### src/rtl/pst_pkg.sv
package pst_pkg;
    localparam int BYTE_W = 8;
    localparam int FSB_W  = 8;
    localparam int MULT_W = 9;
    localparam int FREQ_W = MULT_W + 7 + FSB_W;
    localparam logic [FREQ_W-1:0] FREQ_UNKNOWN = '1;

    typedef struct packed {
        logic [BYTE_W-1:0] fid;
        logic [BYTE_W-1:0] vid;
        logic [FREQ_W-1:0] freq;
    } slot_t;

    typedef enum logic [1:0] {
        PH_FID   = 2'd0,
        PH_VID   = 2'd1,
        PH_SHIFT = 2'd2
    } phase_e;

    function automatic logic [MULT_W-1:0] mult_narrow(input logic [4:0] code);
        logic [MULT_W-1:0] m;
        if (code < 5'd4)
            m = MULT_W'(110 + 5 * int'(code));
        else if (code < 5'd16)
            m = MULT_W'(50 + 5 * (int'(code) - 4));
        else begin
            case (code)
                5'd16: m = 9'd30;
                5'd17: m = 9'd190;
                5'd18: m = 9'd40;
                5'd19: m = 9'd200;
                5'd20: m = 9'd130;
                5'd21: m = 9'd135;
                5'd22: m = 9'd140;
                5'd23: m = 9'd210;
                5'd24: m = 9'd150;
                5'd25: m = 9'd225;
                5'd26: m = 9'd160;
                5'd27: m = 9'd165;
                5'd28: m = 9'd170;
                5'd29: m = 9'd180;
                default: m = 9'd0;
            endcase
        end
        return m;
    endfunction

    function automatic logic [MULT_W-1:0] mult_wide(input logic [5:0] code);
        return MULT_W'(40 + 5 * int'(code));
    endfunction
endpackage

### src/rtl/pst_mult_rom.sv
module pst_mult_rom
    import pst_pkg::*;
(
    input  logic [BYTE_W-1:0] fid,
    input  logic              wide_fid,
    input  logic [FSB_W-1:0]  fsb_mhz,
    output logic [FREQ_W-1:0] freq,
    output logic              half_step
);
    logic [MULT_W-1:0] mult;

    always_comb begin
        if (wide_fid)
            mult = mult_wide(fid[5:0]);
        else
            mult = mult_narrow(fid[4:0]);
        freq      = FREQ_W'(mult) * FREQ_W'(100) * FREQ_W'(fsb_mhz);
        half_step = (mult % MULT_W'(10)) == MULT_W'(5);
    end
endmodule

### src/rtl/pst_lookup.sv
module pst_lookup
    import pst_pkg::*;
#(
    parameter int SLOTS = 16,
    parameter int CNT_W = 5,
    parameter int IDX_W = 4
) (
    input  slot_t             slots [SLOTS],
    input  logic [CNT_W-1:0]  count,
    input  logic [BYTE_W-1:0] key_fid,
    input  logic [BYTE_W-1:0] key_vid,
    output logic              hit,
    output logic [IDX_W-1:0]  idx,
    output logic [FREQ_W-1:0] freq
);
    // Scan from the top so the lowest matching slot is the one left standing.
    always_comb begin
        hit  = 1'b0;
        idx  = '0;
        freq = FREQ_UNKNOWN;
        for (int i = SLOTS - 1; i >= 0; i--) begin
            if (CNT_W'(i) < count && slots[i].fid == key_fid && slots[i].vid == key_vid) begin
                hit  = 1'b1;
                idx  = IDX_W'(i);
                freq = slots[i].freq;
            end
        end
    end
endmodule

### src/rtl/pstate_table.sv
module pstate_table
    import pst_pkg::*;
#(
    parameter int SLOTS = 16,
    localparam int CNT_W = $clog2(SLOTS + 1),
    localparam int IDX_W = $clog2(SLOTS)
) (
    input  logic              clk,
    input  logic              rst,
    input  logic              build_start,
    input  logic              half_drop,
    input  logic              wide_fid,
    input  logic [FSB_W-1:0]  fsb_mhz,
    input  logic              in_valid,
    output logic              in_ready,
    input  logic [BYTE_W-1:0] in_byte,
    output logic [CNT_W-1:0]  state_count,
    input  logic [IDX_W-1:0]  rd_idx,
    output logic [BYTE_W-1:0] rd_fid,
    output logic [BYTE_W-1:0] rd_vid,
    output logic [FREQ_W-1:0] rd_freq,
    input  logic [BYTE_W-1:0] lk_fid,
    input  logic [BYTE_W-1:0] lk_vid,
    output logic              lk_hit,
    output logic [IDX_W-1:0]  lk_idx,
    output logic [FREQ_W-1:0] lk_freq
);
    slot_t             slot_q [SLOTS];
    slot_t             new_q;
    phase_e            phase_q;
    logic [BYTE_W-1:0] fid_q;
    logic [IDX_W-1:0]  pos_q;
    logic [CNT_W-1:0]  count_q;
    logic [FREQ_W-1:0] calc_freq;
    logic              calc_half;
    logic              keep_entry;
    logic              move_up;
    logic              rd_live;

    pst_mult_rom u_rom (
        .fid       (fid_q),
        .wide_fid  (wide_fid),
        .fsb_mhz   (fsb_mhz),
        .freq      (calc_freq),
        .half_step (calc_half)
    );

    pst_lookup #(.SLOTS(SLOTS), .CNT_W(CNT_W), .IDX_W(IDX_W)) u_lookup (
        .slots   (slot_q),
        .count   (count_q),
        .key_fid (lk_fid),
        .key_vid (lk_vid),
        .hit     (lk_hit),
        .idx     (lk_idx),
        .freq    (lk_freq)
    );

    assign keep_entry = (count_q < CNT_W'(SLOTS)) && !(half_drop && calc_half);
    assign move_up    = (pos_q != '0) && (slot_q[pos_q - 1'b1].freq < new_q.freq);

    always_ff @(posedge clk) begin
        if (rst || build_start) begin
            for (int i = 0; i < SLOTS; i++) begin
                slot_q[i].fid  <= '0;
                slot_q[i].vid  <= '0;
                slot_q[i].freq <= FREQ_UNKNOWN;
            end
            new_q   <= '0;
            fid_q   <= '0;
            pos_q   <= '0;
            count_q <= '0;
            phase_q <= PH_FID;
        end else begin
            case (phase_q)
                PH_FID: begin
                    if (in_valid) begin
                        fid_q   <= in_byte;
                        phase_q <= PH_VID;
                    end
                end
                PH_VID: begin
                    if (in_valid) begin
                        new_q   <= '{fid: fid_q, vid: in_byte, freq: calc_freq};
                        pos_q   <= count_q[IDX_W-1:0];
                        phase_q <= keep_entry ? PH_SHIFT : PH_FID;
                    end
                end
                default: begin
                    if (move_up) begin
                        slot_q[pos_q] <= slot_q[pos_q - 1'b1];
                        pos_q         <= pos_q - 1'b1;
                    end else begin
                        slot_q[pos_q] <= new_q;
                        count_q       <= count_q + 1'b1;
                        phase_q       <= PH_FID;
                    end
                end
            endcase
        end
    end

    assign in_ready    = (phase_q != PH_SHIFT);
    assign state_count = count_q;
    assign rd_live     = CNT_W'(rd_idx) < count_q;
    assign rd_fid      = rd_live ? slot_q[rd_idx].fid : '0;
    assign rd_vid      = rd_live ? slot_q[rd_idx].vid : '0;
    assign rd_freq     = slot_q[rd_idx].freq;
endmodule

### config.mk
export PLATFORM = sky130hd
export DESIGN_NAME = pstate_table
export DESIGN_NICKNAME = d
export VERILOG_FILES = /design/src/rtl/pst_pkg.sv /design/src/rtl/pst_mult_rom.sv /design/src/rtl/pst_lookup.sv /design/src/rtl/pstate_table.sv
export SDC_FILE = /design/constraint.sdc
export NUM_CORES = 2
export LEC_CHECK = 0
export ABC_AREA = 1
export ABC_CLOCK_PERIOD_IN_PS = 21300
export BUFFER_PORTS_ARGS = -buffer_cell sky130_fd_sc_hd__buf_2
export CORE_MARGIN = 2
export CORE_UTILIZATION = 30
export CTS_BUF_LIST = sky130_fd_sc_hd__clkbuf_16
export DETAILED_ROUTE_END_ITERATION = 7
export PLACE_DENSITY = 0.55
export RECOVER_POWER = 50
export REMOVE_ABC_BUFFERS = 1
export SLEW_MARGIN = 30
export SYNTH_ARGS = -nofsm -noshare
export SYNTH_HDL_FRONTEND = slang
export SYNTH_HIERARCHICAL = 1
export SYNTH_SLANG_ARGS = --single-unit
### constraint.sdc
create_clock -name clk -period 21.3 [get_ports clk]
set_input_delay 3.195 -clock clk [delete_from_list [all_inputs] [get_ports clk]]
set_output_delay 3.195 -clock clk [all_outputs]
set_load 0.02 [all_outputs]
==> impl_metrics.yaml <==
status:
  outcome: "complete, but fails checks"
  violations: "DRC, capacitance limit, slew limit"
pwr:
  p_total_mw: 5.88
  combPwrFrac_pct: 52.7
  power_switching_mw: 2.54
  power_frac_seq_pct: 22.3
  switching_share_pct: 43.3
  p_leak_nw: 24.0
  pwr-share-clk_pct: 25.0
  vdd_drop_max_v: 0.000435
  p_int_mw: 3.34
  p_per_area_nw_per_um2: 104
logic_synthesis:
  synth_top_area_share_pct: 26.6
  syn_inst: 8378
  synthDistinctLibCells: 69
  synth-seq-cells: 699
  synth_edf_count: 0
  synthArstFlopShare_pct: 0
  synth_flop_cell: "dfxtp_1"
  syn_area_per_cell_um2: 6.28
  synth_area_leaders: "dfxtp_1 (27%), nand2_1 (12%), a21oi_1 (12%)"
  synth-seq-area-share_pct: 26.6
  yosys_warnings: 6
  yosysTopAreaCell: "dfxtp_1"
  netlist_area_um2: 52600
clocking:
  hold_buffers: 0
  cts_buffers: 87
  cts_buffer_depth: 3
  cts_max_level: 3
  post_cts_buffers: 0
  post_cts_resized: 0
  clkLatencyLatePin_ps: 750
  cts_tree: "built"
  cts_root_buf: "clkbuf_16"
  clkTransAtPathRegs_ps: 60
  cts.sinks: 699
timing:
  fin_crit_sh_pct: 65.1
  slew_headroom_pct: -517
  max_freq_mhz: 72.1
  fin_ws_ps: 7430
  rsz0062_at_grt: "false"
  setup_viol: 0
  worst_pin_slew_ps: 9260
  period_needed_ps: 13870
  setup-tns-final_ps: 0
  slew_violations: 475
  fin_skew_ps: 47.7
  hold_viol: 0
  hold_ws_ps: 481
placement:
  port_buffers: 116
  gp_congestion: 1.04
  post_dp_cell_area_um2: 54100
  dp_cells: 10300
  hpwl_um: 161000
  place_ws_ps: 9570
drt:
  ant_nets: 0
  drc: 20
  viasPerCell: 5.79
  drtIter0Drc: 8178
  route.vias.total: 60400
  wire_per_inst_um: 25.1
  firstDrtPassIters: 8
  routed_wl_um: 261000
run:
  maxCapViolCount: 3
setup_path:
  rr_startpoint: "fid_q[2]$_SDFFE_PP0P_"
  critPathCaptureType: "flip-flop"
  startpoint_type: "primary input"
  crit_required_ps: 21900
  rr_worst_depth: 47
  cp_top_family: "buffers and inverters"
  r2r_end: "new_q[23]$_SDFFE_PP0P_"
  path_buf_inv: 4
  crit_fanout: 197
  critical_path.most_common_cell: "clkbuf_1"
  rrSetupSlack_ps: 10700
  critPathKind: "primary input to flip-flop"
  crit_path_max_incr_delay_ps: 6360
  cp_cell_sequence: "clkbuf_1 -> nor2_4 -> clkbuf_1 -> inv_8 -> clkbuf_1 -> a21oi_1 -> nand2_1"
  crit_arrival_ps: 14470
  slowest_stage: "clkbuf_1"
min_path:
  min_from: "new_q[28]$_SDFFE_PP0P_"
  hold_depth: 2
  whs_endpoint: "new_q[28]$_SDFFE_PP0P_"
  hold_class: "flip-flop to flip-flop"
floorplanning:
  die_w_um: 423
  row_count: 153
  core_um2: 174000
  pin_count: 117
  fp.dieArea_um2: 179000
  die_h_um: 423
  initial_core_util_pct: 30.2
finish:
  drive_gt1_share_pct: 6.75
  utilization_pct: 32.6
  stdcell_area_um2: 56800
  final_cells: 10400
  area_delta_synth_final_pct: 7.88
  layout.nets: 8299
global_route:
  grt_pass1_wl_um: 375000
  grt_use_total_pct: 27.9
  grt_remaining_overflow: 0
  first_global_vias: 54200
  antenna_found_initial: 6
  grt_max_degree: 198
## logic make-up (layout without fill, tap and decap cells)
kind of cell               after synthesis  count (layout)  share of synthesized area, %
and+or+nand+nor                       3356            3356                          26.9
other                                    1               7                       0.00712
AOI/OAI and AO/OA                     2544            2544                          26.3
adders and majority gates              234             234                          6.73
buffers and inverters                 1409            1121                          11.2
xor gates and xnor gates               135             135                          2.26
DFF                                    699             699                          26.6
## how the worst max path moves through the flow
| stage | slack, ps | start | cells after the start | to |
|---|---|---|---|---|
| final | 7430 | build_start | 7 | slot_q[200]$_SDFFE_PP1P_ |
| after global placement | 9590 | wide_fid | 40 | new_q[23]$_SDFFE_PP0P_ |
| after CTS | 10300 | wide_fid | 40 | new_q[23]$_SDFFE_PP0P_ |
| after global routing | 6830 | build_start | 7 | slot_q[86]$_SDFFE_PP1P_ |
| after floorplan | -1480 | pos_q[0]$_SDFFE_PP0P_ | 21 | slot_q[480]$_SDFFE_PP1P_ |
| after detailed placement | 9570 | wide_fid | 40 | new_q[23]$_SDFFE_PP0P_ |
## placed cells by master (no fill, tap or decap), types with 55 or more instances in the layout
| cell type | n |
|---|---|
| buf_4 | 95 |
| o21ai_0 | 914 |
| nor2_1 | 738 |
| buf_2 | 105 |
| clkbuf_16 | 88 |
| o211ai_1 | 129 |
| o221ai_1 | 64 |
| ha_1 | 151 |
| inv_1 | 697 |
| a221oi_1 | 55 |
| nand3_1 | 689 |
| a21oi_1 | 1247 |
| dfxtp_1 | 698 |
| xor2_1 | 90 |
| fa_1 | 82 |
| nand2_1 | 1722 |
## synthesized netlist by cell type, types with 5 or more instances
cell type	number
xor2_1	90
buf_6	30
dfxtp_1	699
inv_2	34
a32o_1	8
ha_1	152
or2_0	7
buf_4	44
nor4_1	18
o21bai_1	8
o21ai_1	9
o211ai_1	129
o22ai_1	38
nand2_1	1734
o2111ai_1	6
o31ai_1	13
nand4_1	22
a21oi_1	1247
inv_1	687
nand3_1	693
o21ai_0	914
nor2_1	743
nand3_2	12
o21ai_2	16
a22o_1	8
clkbuf_1	399
nand2_4	29
buf_1	62
buf_2	124
or2_2	40
o221ai_1	64
nand3b_1	5
xnor2_1	44
nor3_1	15
nand2_2	19
a311oi_1	6
fa_1	82
clkinv_1	24
a221oi_1	55
## registers in the layout, indices dropped and copies added, names as in the netlist
signal / flops
pos_q: 4
new_q: 40
state_count: 5
fid_q: 8
phase_q: 2
slot_q: 640
## power groups by stage
stage / sequential [mW] / combinational (mW) / clock [mW]
CTS: 1.31 / 3.13 / 1.48
global placement: 1.34 / 3.11 / 0
floorplan: 1.34 / 2.45 / 0
detailed placement: 1.34 / 3.11 / 0
finish: 1.31 / 3.10 / 1.47
global route: 1.31 / 3.65 / 1.53
## worst reg2reg max path, delay by kind of cell, from the launching register on
kind | cells | cell delay [ps]
adder cells (fa/ha/maj) | 13 | 4950
AO/OA/AOI/OAI | 17 | 2680
buffers and inverters | 10 | 1000
flip-flops | 1 | 800
XOR/XNOR | 2 | 630
AND/OR/NAND/NOR | 5 | 480
## final cells by class
class | instances | area (µm²)
antenna | 5 | 12.5
sequential | 699 | 14000
fill | 19100 | 117000
timing repair buffer | 217 | 1390
tap | 2325 | 2910
clock inverter | 69 | 502
inverter | 747 | 2850
clock buffer | 88 | 2200
multi-input combinational | 6271 | 32900
## routing by layer
metal	routed length (µm)	up-vias	share of wire [%]	GRT usage [%]
met5	23	-	0.0088	0
met3	28900	853	11	5.56
li1	-	27300	-	-
met4	17900	4	6.8	16.6
met1	103000	28400	39	36.1
met2	111000	3847	43	42.7
Power figures use the tool's default switching activity.
